**src/rtl/ecc4_pkg.sv**
```systemverilog
// Shared constants and encodings for the four-bit ECC correction sequencer.
// Assumes a 32-bit engine register port and 10-bit check values.
package ecc4_pkg;
    localparam int VAL_W    = 10;
    localparam int N_VALS   = 8;
    localparam int CODE_W   = N_VALS * VAL_W;
    localparam int WORD_W   = 32;
    localparam logic [WORD_W-1:0] SYN_MASK = 32'h03FF_03FF;

    // Engine register selects
    typedef enum logic [3:0] {
        SEL_LOAD    = 4'd0,
        SEL_SYN0    = 4'd1,
        SEL_STAT    = 4'd5,
        SEL_GO      = 4'd6,
        SEL_ADDR_LO = 4'd7,
        SEL_ADDR_HI = 4'd8,
        SEL_VAL_LO  = 4'd9,
        SEL_VAL_HI  = 4'd10
    } eng_sel_e;

    // Sequencer phases
    typedef enum logic [3:0] {
        PH_IDLE, PH_CHECK, PH_LOAD, PH_SYN, PH_CLEAR, PH_GO,
        PH_GUARD, PH_POLL, PH_GET_ADDR, PH_GET_VAL, PH_BUF_RD,
        PH_BUF_WR, PH_DONE
    } seq_phase_e;
endpackage

```
**src/rtl/ecc4_code_unpack.sv**
```systemverilog
// Splits the stored code vector into N_VALS check values of VAL_W bits each,
// low bits first, and flags an all-ones (erased) code.
// Assumes the code vector holds its bytes little-endian.
module ecc4_code_unpack #(
    parameter int N_VALS = 8,
    parameter int VAL_W  = 10
) (
    input  logic [N_VALS*VAL_W-1:0]      code,
    output logic [N_VALS-1:0][VAL_W-1:0] vals,
    output logic                         erased
);
    // One slice per check value
    for (genvar k = 0; k < N_VALS; k++) begin : g_slice
        assign vals[k] = code[k*VAL_W +: VAL_W];
    end

    // Erased page: every stored bit is one
    assign erased = &code;
endmodule

```
**src/rtl/ecc4_loc_map.sv**
```systemverilog
// Turns an engine-reported error location into a sector byte offset
// (BIAS minus location) and flags whether it lies inside the sector.
// Assumes BIAS fits in AW bits.
module ecc4_loc_map #(
    parameter int AW     = 10,
    parameter int BIAS   = 519,
    parameter int SECTOR = 512,
    parameter int OW     = 9
) (
    input  logic [AW-1:0] loc,
    output logic [OW-1:0] offset,
    output logic          in_range
);
    localparam int DW = AW + 2;

    logic [DW-1:0] diff;

    // Signed difference; a negative result sets the top bit
    assign diff     = DW'(BIAS) - {2'b00, loc};
    assign in_range = ~diff[DW-1] && (diff < DW'(SECTOR));
    assign offset   = diff[OW-1:0];
endmodule

```
**src/rtl/ecc4_guard_timer.sv**
```systemverilog
// Counts cycles spent in the start-up guard phase and saturates at LIMIT.
// Assumes clear is held whenever the guard phase is not active.
module ecc4_guard_timer #(
    parameter int LIMIT = 100
) (
    input  logic clk,
    input  logic rst_n,
    input  logic clear,
    input  logic en,
    output logic expired
);
    localparam int CW = $clog2(LIMIT + 1);

    logic [CW-1:0] cnt;

    // Saturating cycle counter
    always_ff @(posedge clk) begin
        if (!rst_n || clear)
            cnt <= '0;
        else if (en && cnt != CW'(LIMIT))
            cnt <= cnt + 1'b1;
    end

    assign expired = (cnt == CW'(LIMIT));

    // Once expired, the timer stays expired while the guard phase lasts
    assert_timer_hold_R6: assert property (@(posedge clk) disable iff (!rst_n)
        (en && !clear && expired) |=> (expired || clear));
endmodule

```
**src/rtl/ecc4_fix_seq.sv**
```systemverilog
// Four-bit ECC correction sequencer. It loads the stored check values into
// an external syndrome/locator engine, tests the syndrome, starts location
// behind a guard against an early false "complete", then reads each error
// and repairs the sector buffer by read-modify-write.
// Assumes the engine acks each request in a later cycle and the buffer
// returns read data one cycle after buf_re.
module ecc4_fix_seq
    import ecc4_pkg::*;
#(
    parameter int SECTOR_BYTES = 512,
    parameter int ADDR_BIAS    = 519,
    parameter int GUARD_CYCLES = 100,
    parameter int STATE_LIVE   = 4
) (
    input  logic                 clk,
    input  logic                 rst_n,
    input  logic                 start,
    input  logic [CODE_W-1:0]    code_in,
    output logic                 done,
    output logic                 uncorrectable,
    output logic [2:0]           fix_count,
    output logic                 eng_req,
    output logic                 eng_we,
    output logic [3:0]           eng_sel,
    output logic [WORD_W-1:0]    eng_wdata,
    input  logic                 eng_ack,
    input  logic [WORD_W-1:0]    eng_rdata,
    output logic                 buf_re,
    output logic                 buf_we,
    output logic [$clog2(SECTOR_BYTES)-1:0] buf_addr,
    output logic [7:0]           buf_wdata,
    input  logic [7:0]           buf_rdata
);
    localparam int BAW = $clog2(SECTOR_BYTES);

    seq_phase_e                   ph;
    logic [CODE_W-1:0]            code_q;
    logic [N_VALS-1:0][VAL_W-1:0] vals;
    logic                         erased;
    logic [2:0]                   idx;
    logic [2:0]                   err_total;
    logic [WORD_W-1:0]            syn_acc;
    logic [WORD_W-1:0]            syn_next;
    logic [VAL_W-1:0]             cur_loc;
    logic [7:0]                   cur_val;
    logic [BAW-1:0]               cur_off;
    logic                         loc_ok;
    logic [2:0]                   fixes;
    logic                         uncorr;
    logic                         guard_expired;
    logic [3:0]                   stat_state;
    logic [1:0]                   stat_cnt;
    logic                         last_err;

    ecc4_code_unpack #(.N_VALS(N_VALS), .VAL_W(VAL_W)) i_unpack (
        .code   (code_q),
        .vals   (vals),
        .erased (erased)
    );

    ecc4_loc_map #(.AW(VAL_W), .BIAS(ADDR_BIAS), .SECTOR(SECTOR_BYTES), .OW(BAW)) i_map (
        .loc      (cur_loc),
        .offset   (cur_off),
        .in_range (loc_ok)
    );

    ecc4_guard_timer #(.LIMIT(GUARD_CYCLES)) i_guard (
        .clk     (clk),
        .rst_n   (rst_n),
        .clear   (ph != PH_GUARD),
        .en      (ph == PH_GUARD),
        .expired (guard_expired)
    );

    // Decode fields of the returned words
    assign stat_state = eng_rdata[11:8];
    assign stat_cnt   = eng_rdata[17:16];
    assign syn_next   = syn_acc | (eng_rdata & SYN_MASK);
    assign last_err   = (idx == err_total - 3'd1);

    // Main phase sequencing
    always_ff @(posedge clk) begin
        if (!rst_n) begin
            ph        <= PH_IDLE;
            code_q    <= '0;
            idx       <= '0;
            err_total <= '0;
            syn_acc   <= '0;
            cur_loc   <= '0;
            cur_val   <= '0;
            fixes     <= '0;
            uncorr    <= 1'b0;
        end else begin
            case (ph)
                PH_IDLE: if (start) begin
                    code_q <= code_in;
                    fixes  <= '0;
                    uncorr <= 1'b0;
                    ph     <= PH_CHECK;
                end
                PH_CHECK: begin
                    idx <= 3'(N_VALS - 1);
                    ph  <= erased ? PH_DONE : PH_LOAD;
                end
                PH_LOAD: if (eng_ack) begin
                    if (idx == 3'd0) begin
                        syn_acc <= '0;
                        ph      <= PH_SYN;
                    end else begin
                        idx <= idx - 3'd1;
                    end
                end
                PH_SYN: if (eng_ack) begin
                    syn_acc <= syn_next;
                    if (idx == 3'd3) begin
                        idx <= '0;
                        ph  <= (syn_next == '0) ? PH_DONE : PH_CLEAR;
                    end else begin
                        idx <= idx + 3'd1;
                    end
                end
                PH_CLEAR: if (eng_ack) ph <= PH_GO;
                PH_GO:    if (eng_ack) ph <= PH_GUARD;
                PH_GUARD: if (eng_ack && (stat_state >= 4'(STATE_LIVE) || guard_expired))
                    ph <= PH_POLL;
                PH_POLL: if (eng_ack) begin
                    case (stat_state)
                        4'd0: ph <= PH_DONE;
                        4'd1: begin
                            uncorr <= 1'b1;
                            ph     <= PH_DONE;
                        end
                        4'd2, 4'd3: begin
                            err_total <= {1'b0, stat_cnt} + 3'd1;
                            idx       <= '0;
                            ph        <= PH_GET_ADDR;
                        end
                        default: ph <= PH_POLL;
                    endcase
                end
                PH_GET_ADDR: if (eng_ack) begin
                    cur_loc <= idx[0] ? eng_rdata[25:16] : eng_rdata[9:0];
                    ph      <= PH_GET_VAL;
                end
                PH_GET_VAL: if (eng_ack) begin
                    cur_val <= idx[0] ? eng_rdata[23:16] : eng_rdata[7:0];
                    if (loc_ok) begin
                        ph <= PH_BUF_RD;
                    end else begin
                        idx <= idx + 3'd1;
                        ph  <= last_err ? PH_DONE : PH_GET_ADDR;
                    end
                end
                PH_BUF_RD: ph <= PH_BUF_WR;
                PH_BUF_WR: begin
                    fixes <= fixes + 3'd1;
                    idx   <= idx + 3'd1;
                    ph    <= last_err ? PH_DONE : PH_GET_ADDR;
                end
                PH_DONE: ph <= PH_IDLE;
                default: ph <= PH_IDLE;
            endcase
        end
    end

    // Engine request decode per phase
    always_comb begin
        eng_req   = 1'b1;
        eng_we    = 1'b0;
        eng_sel   = 4'(SEL_STAT);
        eng_wdata = '0;
        case (ph)
            PH_LOAD: begin
                eng_we    = 1'b1;
                eng_sel   = 4'(SEL_LOAD);
                eng_wdata = WORD_W'(vals[idx]);
            end
            PH_SYN:      eng_sel = 4'(SEL_SYN0) + {2'b00, idx[1:0]};
            PH_CLEAR:    eng_sel = 4'(SEL_ADDR_LO);
            PH_GO: begin
                eng_we  = 1'b1;
                eng_sel = 4'(SEL_GO);
            end
            PH_GUARD, PH_POLL: eng_sel = 4'(SEL_STAT);
            PH_GET_ADDR: eng_sel = idx[1] ? 4'(SEL_ADDR_HI) : 4'(SEL_ADDR_LO);
            PH_GET_VAL:  eng_sel = idx[1] ? 4'(SEL_VAL_HI) : 4'(SEL_VAL_LO);
            default:     eng_req = 1'b0;
        endcase
    end

    // Sector buffer access and result outputs
    assign buf_re        = (ph == PH_BUF_RD);
    assign buf_we        = (ph == PH_BUF_WR);
    assign buf_addr      = cur_off;
    assign buf_wdata     = buf_rdata ^ cur_val;
    assign done          = (ph == PH_DONE);
    assign fix_count     = fixes;
    assign uncorrectable = uncorr;

    // A pending request keeps its command fields until accepted
    assert_req_hold_R10: assert property (@(posedge clk) disable iff (!rst_n)
        (eng_req && !eng_ack) |=> (eng_req && $stable(eng_sel) && $stable(eng_we) && $stable(eng_wdata)));

    // Loads are always writes
    assert_load_is_write_R3: assert property (@(posedge clk) disable iff (!rst_n)
        (eng_req && eng_sel == 4'(SEL_LOAD)) |-> eng_we);

    // Done is a single-cycle pulse
    assert_done_pulse_R11: assert property (@(posedge clk) disable iff (!rst_n)
        done |=> !done);

    // A buffer write repairs the byte read in the cycle before
    assert_rmw_pair_R9: assert property (@(posedge clk) disable iff (!rst_n)
        buf_we |-> ($past(buf_re) && buf_addr == $past(buf_addr)));

    // An uncorrectable result never carries repairs
    assert_uncorr_clean_R7: assert property (@(posedge clk) disable iff (!rst_n)
        (done && uncorrectable) |-> (fix_count == 3'd0));

    // At most four repairs per sector
    assert_fix_bound_R8: assert property (@(posedge clk) disable iff (!rst_n)
        done |-> (fix_count <= 3'd4));
endmodule

```
**config.mk**
```make
export PLATFORM = sky130hd
export DESIGN_NAME = ecc4_fix_seq
export DESIGN_NICKNAME = d
export VERILOG_FILES = /design/src/rtl/ecc4_pkg.sv /design/src/rtl/ecc4_code_unpack.sv /design/src/rtl/ecc4_loc_map.sv /design/src/rtl/ecc4_guard_timer.sv /design/src/rtl/ecc4_fix_seq.sv
export SDC_FILE = /design/constraint.sdc
export NUM_CORES = 1
export LEC_CHECK = 0
export BUFFER_PORTS_ARGS = -buffer_cell sky130_fd_sc_hd__buf_2
export CELL_PAD_IN_SITES_DETAIL_PLACEMENT = 1
export CELL_PAD_IN_SITES_GLOBAL_PLACEMENT = 1
export CORE_MARGIN = 2
export CORE_UTILIZATION = 36
export DETAILED_ROUTE_END_ITERATION = 10
export PLACE_DENSITY = 0.89
export SYNTH_ARGS = -nofsm -noshare
export SYNTH_HDL_FRONTEND = slang
export SYNTH_HIERARCHICAL = 1
export SYNTH_SLANG_ARGS = --single-unit
```
**constraint.sdc**
```tcl
create_clock -name clk -period 2.2 [get_ports clk]
set_clock_uncertainty 0.2 [all_clocks]
set_input_delay 0.11 -clock clk [delete_from_list [all_inputs] [get_ports clk]]
set_output_delay 0.11 -clock clk [all_outputs]
set_load 0.02 [all_outputs]
```
==> flow_metrics.tcl <==
set metrics [dict create \
    finalSetupViolations 15 \
    drc 0 \
    place_ws_ps -168 \
    crit_family "simple AND/OR/NAND/NOR gates" \
    syn_inst 948 \
    fp.dieW_microns 149 \
    period_share_pct 108 \
    start_kind "flip-flop" \
    failed_checks "negative setup slack" \
    start_util_pct 36.4 \
    syn_to_final_growth_pct 36.0 \
    clockBufferDepth 2 \
    ys_ff_latch 139 \
    synth_common_cells "nand2_1 (206), dfxtp_1 (139), a21oi_1 (110)" \
    core_sq_um 20900 \
    async_reset_ff_share_pct 0 \
    crit_buf_inv 1 \
    worstPathRequired_ps 2350 \
    synthFlopType "dfxtp_1" \
    rsz0062_at_grt "true" \
    syn_area_sq_um 7610 \
    drt-total-wl_mm 33.0 \
    final_max_slew_viol_count 0 \
    fp.dieH_microns 149 \
    ioPinCount 186 \
    ys_warn_count 6 \
    finalSetupTns_ps -1130 \
    max_freq_mhz 420 \
    ir_drop_uv 636 \
    p_per_area_nw_per_um2 1030 \
    drive_gt1_share_pct 30.8 \
    place_inst 1288 \
    synth-edff-count 0 \
    finalNonFillerCells 1434 \
    yosysSeqAreaShare_pct 36.5 \
    hold_violations 0 \
    drt_iter0_drc 921 \
    synth_compound_area_share_pct 15.2 \
    synth_fa_ha_area_share_pct 1.81 \
    cp_cell_sequence "nand4_1 > nor4_1 > nand4_1 > nor2_4 > buf_6 > a21oi_4 > o22ai_2 > nor2_2 > o2bb2ai_1" \
    htreeDepth 4 \
    synthDistinctLibCells 59 \
    overflow 0 \
    ant_nets 0 \
    grt_pass1_wl_mm 44.9 \
    grt.total_usage_pct 26.2 \
    relSlewSlack_pct 40.1 \
    yosysTopAreaCellShare_pct 36.5 \
    drt-pass1-iter-count 6 \
    cp_slowest_cell "nor4_1" \
    synth_top_family_by_area "simple AND/OR/NAND/NOR gates" \
    muxShareOfSynthArea_pct 8.04 \
    path_common_cell "nand4_1" \
    yosysMostFrequentCell "nand2_1" \
    num_vias 8160 \
    wl_per_cell_microns 23.0 \
    max_cap_viol_count 0 \
    dpl.hpwl_mm 18.5 \
    crit_type "reg -> reg" \
    routabilityCongestion 0.924 \
    synthXorXnorAreaFrac_pct 2.42 \
    setup_ws_ps -180 \
    num_rows 53 \
    numCtsBuffers 17 \
    status "complete, but fails checks" \
    slowest_delay_ps 460 \
    grt_antenna_before_repair 2 \
    portBuffers 153 \
    worstPathArrival_ps 2530 \
    power_w 0.0106 \
    syn-mean-instance-area_sq_um 8.03 \
    synth.area.top_cells "dfxtp_1 (37%), buf_4 (10%), nand2_1 (10%), a21oi_1 (7.2%), mux4_2 (5.9%)" \
    hold_path.class "in -> reg" \
    worst_pin_slew_ps 897 \
    clock_latency_ps 440 \
    grt_max_degree 89 \
    min_period_ps 2380 \
    grt_pass1_vias 8273 \
    cts_tree "built" \
    synthSimpleGateAreaFrac_pct 21.4 \
    clkTransAtPathRegs_ps 70 \
    root_buffer "clkbuf_16" \
    hold-worst-slack_ps 69.8 \
    routed_via_density 5.69 \
    yosys.area.top_type "dfxtp_1" \
    worstSetupEndpointType "flip-flop" \
    dieArea_sq_um 22300 \
    cp_max_fo 3 \
    fin_nets 1278 \
    p_leak_nw 4.03 \
    clock-sinks 139 \
]
-- area by class of cell --
type | count | area [sq um]
clock inverter | 14 | 148
timing repair buffer | 318 | 2450
antenna | 3 | 7.51
clock buffer | 18 | 429
sequential | 139 | 2810
fill | 2448 | 10500
inverter | 19 | 72.6
tap | 275 | 344
multi-input combinational | 648 | 4090
-- timing repair --
| item | 4_1_cts | 5_1_grt |
|---|---|---|
| endpoints found under the hold margin | 120 | 0 |
| resized for setup | 15 | 101 |
| hold buffers | 103 | 0 |
| cloned | 1 | 2 |
| pin swaps | 4 | 32 |
| setup buffers | 2 | 3 |
| setup endpoints to repair | 37 | 31 |
-- path summary, 6_finish.rpt --
kind	startpoint	to	slack [ps]	cells after the start
worst max-delay path	code_q[75]$_SDFFE_PN0P_	ph[3]$_SDFFE_PN0P_	-180	9
worst min-delay path	eng_ack	ph[1]$_SDFFE_PN0P_	70	3
worst max register to register	code_q[75]$_SDFFE_PN0P_	ph[3]$_SDFFE_PN0P_	-180	9
worst min register to register	code_q[54]$_SDFFE_PN0P_	code_q[54]$_SDFFE_PN0P_	270	2
-- where the power goes --
| group | leakage, nW | switching (W) | internal [W] | total (W) |
|---|---|---|---|---|
| Combinational | 2.62 | 0.00263 | 0.00178 | 0.00441 |
| Clock | 0.269 | 0.00122 | 0.00167 | 0.00289 |
| Sequential | 1.14 | 0.000423 | 0.00290 | 0.00333 |
| Total | 4.03 | 0.00427 | 0.00635 | 0.0106 |
-- worst reg2reg max path: cells and delay by family (launching register included) --
family / cells / cell delay, ps
compound gates: 3 / 410
flops: 1 / 400
simple gates: 5 / 1150
buf+inv: 1 / 140
-- per-layer routing --
layer / share of wire (%) / track usage, % / up-vias
met5: 0 / 0 / -
met4: 6.7 / 14.8 / 0
met3: 7.0 / 5.06 / 184
met2: 49 / 45.5 / 488
met1: 38 / 30.1 / 3946
li1: - / - / 3542
-- sequential cells by signal (all words and copies together) (netlist names) --
signal,flops
i_guard/cnt,7
fix_count,3
code_q,80
uncorrectable,1
err_total,3
syn_acc,20
ph,4
idx,3
cur_loc,10
cur_val,8
-- cells in the final DEF (no fill, tap or decap), types with 17 or more instances in the layout --
cell type / count
a211oi_1: 17
a21oi_1: 95
a22oi_1: 21
buf_2: 142
buf_4: 51
clkbuf_16: 19
conb_1: 22
dfxtp_1: 122
dlygate4sd3_1: 103
inv_1: 17
mux4_2: 20
nand2_1: 188
nand2_2: 18
nand4_1: 28
nor2_1: 66
-- per-stage QoR --
| stage | cell area (sq um) | util [%] |
|---|---|---|
| after floorplan | 7690 | - |
| after global placement | 8230 | 39.4 |
| after detailed placement | 8230 | 39.4 |
| after CTS | 9930 | 47.5 |
| after global routing | 10400 | 49.6 |
| final | 10400 | 49.6 |
-- logic make-up after synthesis --
logic type               after synthesis
XOR/XNOR                              21
AO/OA/AOI/OAI                        192
buffers and inverters                182
flip-flops                           139
multiplexers                          36
other                                  1
adder cells (fa/ha/maj)               11
AND/OR/NAND/NOR                      366
No activity file was read; power rests on OpenSTA's default activity.
